==> src/rtl/frac_div_pkg.sv <==
package frac_div_pkg;

  // Default field widths shared by the encoder and its checker.
  localparam int unsigned FDE_CNT_W  = 6;
  localparam int unsigned FDE_FRAC_W = 3;

  // Which rule set shapes the result for one ratio.
  typedef enum logic [1:0] {
    FDE_ERR    = 2'd0,
    FDE_BYPASS = 2'd1,
    FDE_INT    = 2'd2,
    FDE_FRAC   = 2'd3
  } fde_mode_e;

endpackage

==> src/rtl/fde_int_path.sv <==
module fde_int_path #(
  parameter int unsigned CNT_W = 6,
  localparam int unsigned INT_W = CNT_W + 1
) (
  input  logic [INT_W-1:0] n,
  output logic [CNT_W-1:0] high,
  output logic [INT_W-1:0] low_wide,
  output logic             edge_bit
);

  // Low phase takes the larger half; kept wide so range can be judged.
  function automatic logic [INT_W-1:0] half_up(input logic [INT_W-1:0] v);
    return v - (v >> 1);
  endfunction

  function automatic logic [CNT_W-1:0] half_down(input logic [INT_W-1:0] v);
    return CNT_W'(v >> 1);
  endfunction

  always_comb begin
    high     = half_down(n);
    low_wide = half_up(n);
    edge_bit = n[0];
  end

endmodule

==> src/rtl/fde_frac_path.sv <==
module fde_frac_path #(
  parameter int unsigned CNT_W  = 6,
  parameter int unsigned FRAC_W = 3,
  localparam int unsigned INT_W = CNT_W + 1
) (
  input  logic [INT_W-1:0]  n,
  input  logic [FRAC_W-1:0] f,
  output logic [CNT_W-1:0]  high,
  output logic [CNT_W-1:0]  low,
  output logic              edge_bit,
  output logic              wf_rise,
  output logic              wf_fall,
  output logic [FRAC_W-1:0] phase
);

  logic is_even;
  logic f_is_one;
  logic n_is_two;

  function automatic logic [CNT_W-1:0] trim_high(input logic [INT_W-1:0] v,
                                                 input logic ev);
    logic [INT_W-1:0] h;
    h = (v >> 1) - INT_W'(ev);
    return CNT_W'(h);
  endfunction

  function automatic logic [CNT_W-1:0] trim_low(input logic [INT_W-1:0] v,
                                                input logic ev,
                                                input logic one);
    logic [INT_W-1:0] l;
    l = (v >> 1) - INT_W'(ev | one);
    return CNT_W'(l);
  endfunction

  always_comb begin
    is_even  = ~n[0];
    f_is_one = (f == FRAC_W'(1));
    n_is_two = (n == INT_W'(2));
    edge_bit = n[0];
    high     = trim_high(n, is_even);
    low      = trim_low(n, is_even, f_is_one);
    wf_rise  = is_even;
    wf_fall  = (is_even ^ f_is_one) | (n_is_two & f_is_one);
    // edge weighted by half the fraction range, plus half the fraction
    phase    = {edge_bit, f[FRAC_W-1:1]};
  end

endmodule

==> src/rtl/fde_classify.sv <==
module fde_classify
  import frac_div_pkg::*;
#(
  parameter int unsigned CNT_W  = 6,
  parameter int unsigned FRAC_W = 3,
  localparam int unsigned INT_W = CNT_W + 1,
  localparam int unsigned CNT_MAX = (1 << CNT_W) - 1
) (
  input  logic [INT_W-1:0]  n,
  input  logic [FRAC_W-1:0] f,
  input  logic [INT_W-1:0]  int_low_wide,
  output fde_mode_e         mode
);

  logic zero_n;
  logic int_overflow;

  always_comb begin
    zero_n       = (n == '0);
    int_overflow = (f == '0) && (int_low_wide > INT_W'(CNT_MAX));
    if (zero_n || int_overflow)  mode = FDE_ERR;
    else if (n == INT_W'(1))     mode = FDE_BYPASS;
    else if (f == '0)            mode = FDE_INT;
    else                         mode = FDE_FRAC;
  end

endmodule

==> src/rtl/frac_div_encoder.sv <==
module frac_div_encoder
  import frac_div_pkg::*;
#(
  parameter int unsigned CNT_W  = FDE_CNT_W,
  parameter int unsigned FRAC_W = FDE_FRAC_W,
  localparam int unsigned INT_W = CNT_W + 1
) (
  input  logic              clk,
  input  logic              rst_n,
  input  logic              i_valid,
  output logic              i_ready,
  input  logic [INT_W-1:0]  i_int,
  input  logic [FRAC_W-1:0] i_frac,
  output logic              o_valid,
  output logic [CNT_W-1:0]  o_high,
  output logic [CNT_W-1:0]  o_low,
  output logic              o_edge,
  output logic              o_nocount,
  output logic              o_frac_en,
  output logic [FRAC_W-1:0] o_frac,
  output logic              o_wf_rise,
  output logic              o_wf_fall,
  output logic [FRAC_W-1:0] o_phase,
  output logic              o_err
);

  // Named internal events, visible to the bound checker.
  logic      ready_q;
  logic      accept;
  fde_mode_e mode;

  logic [CNT_W-1:0]  ip_high;
  logic [INT_W-1:0]  ip_low_wide;
  logic              ip_edge;

  logic [CNT_W-1:0]  fp_high;
  logic [CNT_W-1:0]  fp_low;
  logic              fp_edge;
  logic              fp_rise;
  logic              fp_fall;
  logic [FRAC_W-1:0] fp_phase;

  logic [CNT_W-1:0]  nx_high;
  logic [CNT_W-1:0]  nx_low;
  logic              nx_edge;
  logic              nx_nocount;
  logic              nx_frac_en;
  logic [FRAC_W-1:0] nx_frac;
  logic              nx_rise;
  logic              nx_fall;
  logic [FRAC_W-1:0] nx_phase;
  logic              nx_err;

  assign accept  = i_valid & ready_q;
  assign i_ready = ready_q;

  fde_int_path #(.CNT_W(CNT_W)) u_int (
    .n        (i_int),
    .high     (ip_high),
    .low_wide (ip_low_wide),
    .edge_bit (ip_edge)
  );

  fde_frac_path #(.CNT_W(CNT_W), .FRAC_W(FRAC_W)) u_frac (
    .n        (i_int),
    .f        (i_frac),
    .high     (fp_high),
    .low      (fp_low),
    .edge_bit (fp_edge),
    .wf_rise  (fp_rise),
    .wf_fall  (fp_fall),
    .phase    (fp_phase)
  );

  fde_classify #(.CNT_W(CNT_W), .FRAC_W(FRAC_W)) u_cls (
    .n            (i_int),
    .f            (i_frac),
    .int_low_wide (ip_low_wide),
    .mode         (mode)
  );

  always_comb begin
    nx_high    = '0;
    nx_low     = '0;
    nx_edge    = 1'b0;
    nx_nocount = 1'b0;
    nx_frac_en = 1'b0;
    nx_frac    = '0;
    nx_rise    = 1'b0;
    nx_fall    = 1'b0;
    nx_phase   = '0;
    nx_err     = 1'b0;
    unique case (mode)
      FDE_ERR:    nx_err     = 1'b1;
      FDE_BYPASS: nx_nocount = 1'b1;
      FDE_INT: begin
        nx_high = ip_high;
        nx_low  = CNT_W'(ip_low_wide);
        nx_edge = ip_edge;
      end
      FDE_FRAC: begin
        nx_high    = fp_high;
        nx_low     = fp_low;
        nx_edge    = fp_edge;
        nx_frac_en = 1'b1;
        nx_frac    = i_frac;
        nx_rise    = fp_rise;
        nx_fall    = fp_fall;
        nx_phase   = fp_phase;
      end
      default: nx_err = 1'b1;
    endcase
  end

  always_ff @(posedge clk) begin
    if (!rst_n) begin
      ready_q   <= 1'b0;
      o_valid   <= 1'b0;
      o_high    <= '0;
      o_low     <= '0;
      o_edge    <= 1'b0;
      o_nocount <= 1'b0;
      o_frac_en <= 1'b0;
      o_frac    <= '0;
      o_wf_rise <= 1'b0;
      o_wf_fall <= 1'b0;
      o_phase   <= '0;
      o_err     <= 1'b0;
    end else begin
      ready_q <= 1'b1;
      o_valid <= accept;
      if (accept) begin
        o_high    <= nx_high;
        o_low     <= nx_low;
        o_edge    <= nx_edge;
        o_nocount <= nx_nocount;
        o_frac_en <= nx_frac_en;
        o_frac    <= nx_frac;
        o_wf_rise <= nx_rise;
        o_wf_fall <= nx_fall;
        o_phase   <= nx_phase;
        o_err     <= nx_err;
      end
    end
  end

endmodule

==> config.mk <==
export PLATFORM = sky130hd
export DESIGN_NAME = frac_div_encoder
export DESIGN_NICKNAME = d
export VERILOG_FILES = /design/src/rtl/frac_div_pkg.sv /design/src/rtl/fde_int_path.sv /design/src/rtl/fde_frac_path.sv /design/src/rtl/fde_classify.sv /design/src/rtl/frac_div_encoder.sv
export SDC_FILE = /design/constraint.sdc
export NUM_CORES = 1
export LEC_CHECK = 0
export BUFFER_PORTS_ARGS = -buffer_cell sky130_fd_sc_hd__buf_2
export CAP_MARGIN = 20
export CORE_MARGIN = 8
export CORE_UTILIZATION = 45
export DETAILED_ROUTE_END_ITERATION = 8
export HOLD_SLACK_MARGIN = 0.08
export MAX_ROUTING_LAYER = met4
export PLACE_DENSITY_LB_ADDON = 0.1
export SLEW_MARGIN = 20
export SYNTH_ARGS = -nofsm -noshare
export SYNTH_HDL_FRONTEND = slang
export SYNTH_SLANG_ARGS = --single-unit
==> constraint.sdc <==
create_clock -name clk -period 2.8 [get_ports clk]
set_input_delay 0.56 -clock clk [delete_from_list [all_inputs] [get_ports clk]]
set_output_delay 0.56 -clock clk [all_outputs]
set_load 0.02 [all_outputs]
# == Yosys cells after proc, flatten, opt, wreduce, memory -nomap -nowiden ==
# Index checks and enable logic that the tools add are counted.
# totals
reg_bits,26
output_inout_bits,26
word_cells,48
# op_classes
add_sub_neg,3
magnitude_cmp,1
eq_ne,6
mux,14
bitwise,6
reduce_logical,6
# ops
op,n
6-bit one-hot mux with 2 select lines,2
1-bit 2-to-1 mux,8
"7-bit by 1-bit == test with 1-bit output, second input constant",1
"7-bit by 2-bit == test with 1-bit output, second input constant",1
"7-bit by 6-bit > comparator with 1-bit output, second input constant",1
7-bit zero test,1
7-bit by 6-bit subtractor with 7-bit output,1
3-bit 2-to-1 mux,2
6-bit by 1-bit subtractor with 6-bit output,1
6-bit subtractor,1
"2-bit == test, second input constant",2
2-bit 2-to-1 mux,2
"3-bit by 1-bit == test with 1-bit output, second input constant",1
3-bit zero test,1
1-bit bitwise AND,2
"2-bit by 1-bit == test with 1-bit output, second input constant",1
2-bit zero test,1
1-bit bitwise OR,2
2-bit OR reduction,1
1-bit logical AND,1
1-bit logical OR,1
1-bit NOT,1
1-bit bitwise XOR,1

# == Logic depth before layout (Yosys ltp) ==
# Gate-level depths: netlist of the first run.
# depth
word_depth,8
mapped_depth,11
depth_no_buf,11

# == Cells and area by module ==
# A second synthesis of the first run with hierarchy kept.
# unflattened
cells_unflattened,181
hier_area_um2,1666.6
# modules_own_cells
module,n_inst,cells_each,area_per_inst_um2,seq_area_each_um2
frac_div_encoder,1,88,973.4,520.5
fde_int_path,1,47,355.3,0.0
fde_frac_path,1,39,280.3,0.0
fde_classify,1,7,57.6,0.0

# == Least setup slack after synthesis of the first run ==
# OpenSTA, ideal clock, no wires.
# synth_timing
path_kind,input -> register
from,input port i_int[0]
to,register o_high[4]
setup_time_ns,0.062
t_arrival_ns,2.467
required_time_ns,2.738
path_slack_ns,0.271
path_stages,10
path_buffers,0
cell_sequence,inv_1 > ha_1 > inv_1 > fa_1 > nor2b_1 > o311a_4 > nor4_4 > a211oi_2 > a2111o_1 > nand3_1
# synth_via
elab_chain_len,7
# synth_rtl
element,line,text
from (decl),frac_div_encoder.sv:12,"input logic [INT_W-1:0] i_int,"
7-bit by 6-bit subtractor with 7-bit output,fde_int_path.sv:13,return v - (v >> 1);
7-bit by 6-bit > comparator with 1-bit output,fde_classify.sv:20,int_overflow = (f == '0) && (int_low_wide > INT_W'(CNT_MAX));
1-bit logical AND,fde_classify.sv:20,
1-bit logical OR,fde_classify.sv:21,if (zero_n || int_overflow) mode = FDE_ERR;
2-bit 2-to-1 mux,fde_classify.sv:21,
2-bit == test,frac_div_encoder.sv:93,unique case (mode)
6-bit one-hot mux with 2 select lines (*),frac_div_encoder.sv:93,
to (signal assigned),frac_div_encoder.sv:133,o_high <= nx_high;
to (decl),frac_div_encoder.sv:15,"output logic [CNT_W-1:0] o_high,"
# Every way passes the cells marked *; elsewhere a longest branch is shown, timed or not.
# A chain may end at the register's enable or synchronous reset.

# == Worst setup path after layout of the first run ==
# layout_timing
from,input port i_int[1]
to,register o_high[4]
# The elaborated chain is that of the path after synthesis.

==> flow_summary_export.csv, run 1 <==
group,metric,value,unit
route,drc,0,
die,fp.dieArea,5680,um^2
pwr,p_clk_share,30.0,%
sta,clock_skew,4.69,ps
sta,fmax,0.410,GHz
worst_setup_path,cpPeakStageDelay,390,ps
place,portBuffers,38,
clocking,cts_tree,"done",
clocking,cts_setup_buffers,0,
clocking,clockRootBuffer,"clkbuf_4",
clocking,clock_sinks,24,
yosys,netlist.area_leader.share,30.3,%
clocking,cts_hold_buf,0,
yosys,yosys-top-cells-area,"dfxtp_1 (30%), ha_1 (13%), nand2_1 (5.4%)",
clocking,cts_buffer_depth,2,
layout,final_layout_size_suffix_gt1_share,23.9,%
worst_setup_path,cp-start-kind,"input port",
yosys,synthCells,187,
pwr,power,0.000831,W
route,first_pass_iters,4,
grt,track_usage,15.3,%
die,io_pins,39,
sta,period_minus_slack,2440,ps
worst_setup_path,crit_path_end_kind,"flop",
die,initial_core_util,47.1,%
worst_setup_path,crit_cells,10,
worst_setup_path,r2r_cells,4,
worst_setup_path,crit_buf_inv,2,
grt,grt_pass1_vias,1419,
yosys,synth_edf_count,0,
yosys,synth_top_cells_by_count,"dfxtp_1 (24), nand2_1 (23), ha_1 (16)",
worst_setup_path,cp_data_required_time,3070,ps
grt,antenna_found_initial,0,
sta,worst_pin_slew,633,ps
layout,antenna_cells,0,
yosys,netlist.top_cell.by_area,"dfxtp_1",
route,wl_per_cell,14.9,um
die,die_w,75.4,um
grt,grt.overflow.total,0,
worst_setup_path,worstSetupPathType,"in -> reg",
pwr,pwr-share-comb,25.7,%
sta,grt_setup_unrepaired,"false",
grt,grt_max_degree,25,
yosys,syn_avg_cell_area,8.48,um^2
yosys,synth_cell_types,45,
layout,final_nets,253,
flow_run,cap_viol_max_count,0,
yosys,synth_most_common_cell,"dfxtp_1",
yosys,yosysWarnings,0,
clocking,h-tree-depth,1,
worst_setup_path,worstPathMaxFanout,6,
pwr,p_sw,0.000245,W
place,routabilityCongestion,0.915,
clocking,cts_resized,0,
min_path,hold_path.class,"reg -> reg",
worst_setup_path,cp_top_family,"compound AO/OA/AOI/OAI gates",
worst_setup_path,slowest_stage,"a2111o_1",
die,core_area,3360,um^2
pwr,power.density,448,nW/um^2
yosys,synth_area,1590,um^2
pwr,peakVddDrop,0.000158,V
sta,slew_viol_final,0,
route,wirelength,3980,um
route,drt_iter0_drc,47,
sta,hold_viol_final,0,
sta,setup_viol,0,
place,place_hpwl,3070,um
die,rows,21,
min_path,holdPathStages,2,
yosys,ys_async_sr_fraction,0,%
yosys,yosysSeqAreaShare,30.3,%
sta,period_share,87.0,%
yosys,synth_nets,217,
grt,grt_pass1_wl,6690,um
pwr,p_leak,0.897,nW
route,dr_total_vias,1435,
pwr,power_frac_seq,44.3,%
outcome,status,"finished, final reports clean",
yosys,synth_seq_cells,24,
route,viasPerCell,5.35,
clocking,cts_buffers,3,
sta,setup_tns,0,ps
clocking,clock_latency,310,ps
die,die_y,75.4,um
pwr,swShare,29.5,%
worst_setup_path,crit_chain,"buf_2 -> ha_1 -> inv_1 -> fa_1 -> nor2b_1 -> o311a_4 -> nor4_4 -> a211oi_2 -> a2111o_1 -> nand3_1",
pwr,intPower,0.000586,W
yosys,synth_flop_cell,"dfxtp_1",
sta,whs,474,ps
route,final_antenna_net_count,0,
clocking,path_clk_slew,140,ps
layout,area.growth.synth_to_final,17.0,%
sta,slew_headroom,57.7,%
worst_setup_path,arrival,2700,ps
## sequential cells by signal (all words and copies together) (netlist names)
name and count:
o_wf_fall 1, o_phase 2, o_frac 2, o_valid 1, o_wf_rise 1, o_nocount 1, o_frac_en 1, o_err 1
o_edge 1, o_low 6, o_high 6, i_ready 1
## stage by stage
step                      cell area [um^2]  instances  setup WS [ps]  utilization, %
final                                 1850        268            364            55.1
after global routing                  1850        268            257            55.1
after CTS                             1850        268            389            55.1
after detailed placement              1800        264           59.8            53.6
after global placement                1800        264           97.7            53.6
after floorplan                       1590        187            271               -
## tightest hold or removal path, delay by kind of cell, from the launching register on
kind | cells | cell delay, ps
flip-flops | 1 | 330
AND/OR/NAND/NOR | 2 | 110
## path summary, 6_finish.rpt
check        startpoint  slack [ps]        end
max            i_int[1]         360  o_high[4]
max reg2reg     i_ready        1290   o_low[5]
min reg2reg   o_high[4]         470  o_high[4]
min           o_high[4]         470  o_high[4]
## area by class of cell
type	count	area (um^2)
timing repair buffer	41	213
fill	361	1510
clock buffer	3	22.5
multi-input combinational	142	1010
tap	46	57.6
sequential	24	480
clock inverter	1	30.0
inverter	11	41.3
## metal layers
layer  vias to the layer above  track usage (%)  wire length (um)
li1                        725                -                 -
met1                       656             19.6              1880
met3                         6             1.97               248
met4                         0             3.20                25
met5                         -                -                 0
met2                        48             25.0              1820
## cells in the final DEF (no fill, tap or decap), types with 6 or more instances in the layout
| cell | count |
|---|---|
| o21ai_0 | 14 |
| ha_1 | 16 |
| nand2_1 | 23 |
| a21oi_1 | 6 |
| nor2_1 | 13 |
| xnor2_1 | 7 |
| dfxtp_1 | 24 |
| nand3_1 | 7 |
| inv_1 | 11 |
| buf_2 | 38 |
## power by group through the flow
stage / Clock [W] / Combinational [W] / Sequential [W]
after global routing: 0.000269 / 0.000240 / 0.000370
after floorplan: 0 / 0.000125 / 0.000399
after CTS: 0.000256 / 0.000215 / 0.000368
after global placement: 0 / 0.000212 / 0.000375
final: 0.000249 / 0.000214 / 0.000368
after detailed placement: 0 / 0.000213 / 0.000376
## cells by family (layout without fill, tap and decap cells)
logic type / Yosys count / in the layout / synth area share (%)
buffers and inverters: 21 / 56 / 6.00
DFF: 24 / 24 / 30.3
xor gates and xnor gates: 9 / 9 / 4.97
adders and majority gates: 17 / 17 / 13.9
and+or+nand+nor: 64 / 64 / 20.6
AOI/OAI and AO/OA: 52 / 52 / 24.2
Power figures use the tool's default switching activity.
==> inputs of run 2 (changes only) <==
- ABC_AREA: unset -> 1
- CAP_MARGIN: 20 -> unset
- RECOVER_POWER: unset -> 50
==> run 2 against run 1 <==
- cell area rose by 1.4%
- clock power rose by 2%
- critical endpoint is now o_phase[2]
- via count is 2.9% higher
- highest routed layer unchanged
==> flow_summary_export.csv, run 2 <==
group,metric,value,unit
pwr,power,0.000841,W
worst_setup_path,worstPathMaxFanout,8,
route,wirelength,3950,um
worst_setup_path,crit_buf_inv,3,
clocking,path_clk_slew,140,ps
yosys,synth_area,1630,um^2
pwr,p_leak,0.860,nW
worst_setup_path,cp_data_required_time,3070,ps
die,die_y,76.1,um
worst_setup_path,cpPeakStageDelay,400,ps
grt,track_usage,14.5,%
clocking,clock_sinks,24,
route,first_pass_iters,4,
place,portBuffers,38,
die,initial_core_util,45.5,%
clocking,cts_setup_buffers,0,
yosys,synth_cell_types,31,
sta,slew_viol_final,0,
grt,grt_max_degree,21,
place,pre_cts_slack,181,ps
grt,grt.overflow.total,0,
yosys,yosysWarnings,0,
layout,fill_cells,389,
clocking,cts_buffers,3,
route,dr_total_vias,1477,
grt,grt_pass1_vias,1509,
yosys,synth_seq_cells,24,
min_path,hold_path.class,"in -> reg",
layout,antenna_cells,0,
yosys,yosysSeqAreaShare,29.5,%
clocking,h-tree-depth,1,
yosys,synth_most_common_cell,"nand2_1",
die,fp.dieArea,5800,um^2
yosys,synth_nets,251,
die,core_area,3580,um^2
layout,final_layout_size_suffix_gt1_share,15.1,%
outcome,status,"finished, final reports clean",
place,place_hpwl,3250,um
layout,final_nets,289,
worst_setup_path,crit_path_end_kind,"flop",
sta,period_share,80.8,%
pwr,peakVddDrop,0.000206,V
route,wl_per_cell,12.9,um
sta,timing.final.ws_setup,536,ps
grt,grt_pass1_wl,7040,um
worst_setup_path,crit_chain,"buf_2 -> inv_1 -> ha_1 -> inv_1 -> fa_1 -> nand2_1 -> nand2_2 -> nand3_2 -> nand3_2 -> nand3_4 -> nand4_4 -> nor2_2 -> nand2_1 -> o21ai_1",
yosys,synth_top_cells_by_count,"nand2_1 (39), inv_1 (26), dfxtp_1 (24)",
worst_setup_path,cp_top_family,"simple AND/OR/NAND/NOR gates",
layout,final_common_cell,"nand2_1",
yosys,synth_edf_count,0,
route,drc,0,
sta,worst_pin_slew,844,ps
sta,setup_tns,0,ps
worst_setup_path,slowest_stage,"fa_1",
yosys,netlist.area_leader.share,29.5,%
pwr,power.density,447,nW/um^2
clocking,cts_buffer_depth,2,
sta,whs,454,ps
clocking,cts_resized,0,
layout,reg_top3,"o_high x6, o_low x6",
sta,slew_headroom,43.7,%
die,die_w,76.1,um
sta,setup_viol,0,
sta,fmax,0.442,GHz
sta,hold_viol_final,0,
clocking,cts_tree,"done",
die,rows,22,
layout,multi_input_area,997,um^2
worst_setup_path,worstSetupPathType,"in -> reg",
yosys,netlist.top_cell.by_area,"dfxtp_1",
die,io_pins,39,
yosys,ys_async_sr_fraction,0,%
route,drt_iter0_drc,81,
layout,regArea,480,um^2
sta,clock_skew,4.29,ps
route,viasPerCell,4.83,
place,routabilityCongestion,0.953,
clocking,clockRootBuffer,"clkbuf_4",
route,final_antenna_net_count,0,
yosys,synth_flop_cell,"dfxtp_1",
layout,postLayoutCoreUtil,52.6,%
layout,most-common-layout-cells,"nand2_1 (39), inv_1 (26), dfxtp_1 (24), clkbuf_1 (24), nor2_1 (23)",
yosys,yosys-top-cells-area,"dfxtp_1 (30%), ha_1 (12%), nand2_1 (9.0%)",
flow_run,cap_viol_max_count,0,
clocking,clock_latency,320,ps
worst_setup_path,arrival,2530,ps
yosys,syn_avg_cell_area,7.37,um^2
sta,grt_setup_unrepaired,"false",
sta,period_minus_slack,2260,ps
worst_setup_path,cp-start-kind,"input port",
clocking,cts_hold_buf,0,
grt,antenna_found_initial,0,
yosys,synthCells,221,
layout,area.growth.synth_to_final,15.5,%
-- run 2: cell types whose count changed after synthesis, sizes merged, moves of 4 or more --
cell	before	now
nand2	23	43
nand3	7	22
xnor2	7	3
inv	11	29
and2	5	0
nand4	2	7
nor3	3	8
nor2	13	28
a21boi	5	0
nor2b	5	0
-- run 2: cell families (layout without fill, tap and decap cells) --
kind of cell               after synthesis  in the layout  synth area share, %
AOI/OAI and AO/OA                       27             27                 8.61
DFF                                     24             24                 29.5
and+or+nand+nor                        109            109                 35.4
buffers and inverters                   37             74                 9.22
xor gates and xnor gates                 7              7                 3.77
adders and majority gates               17             17                 13.5
-- run 2: final timing paths --
path                            cells past startpoint         end      from  slack (ps)
worst max-delay path                               14  o_phase[2]  i_int[0]         540
worst min-delay path                                2   o_wf_rise  i_int[0]         450
worst max register to register                      6   o_high[2]   i_ready        1510
worst min register to register                      2    o_low[5]  o_low[5]         480
-- run 2: layout make-up --
cell class,instances,share of cell area [%]
clock inverter,1,1.60
inverter,30,6.12
sequential,24,25.5
clock buffer,3,1.20
timing repair buffer,40,9.31
multi-input combinational,160,53.0
tap,48,3.19
-- run 2: layer usage --
metal	global-route usage, %	wire, um	part of all wire, %	up-vias
li1	-	-	-	787
met1	18.2	1900	48	641
met2	22.0	1730	44	41
met3	4.25	249	6.3	8
met4	4.23	76	1.9	0
met5	-	0	0	-
-- run 2: report_power, final --
| part | internal, W | switching, W | total [W] |
|---|---|---|---|
| Combinational | 0.0000735 | 0.000144 | 0.000217 |
| Sequential | 0.000360 | 0.00000892 | 0.000369 |
| Clock | 0.000145 | 0.000110 | 0.000255 |
-- run 2: metrics by stage --
stage | instances | area, um^2
4_1_cts | 306 | 1910
5_1_grt | 306 | 1880
3_3_place_gp | 302 | 1860
6_report | 306 | 1880
2_1_floorplan | 221 | 1630
3_5_place_dp | 302 | 1860
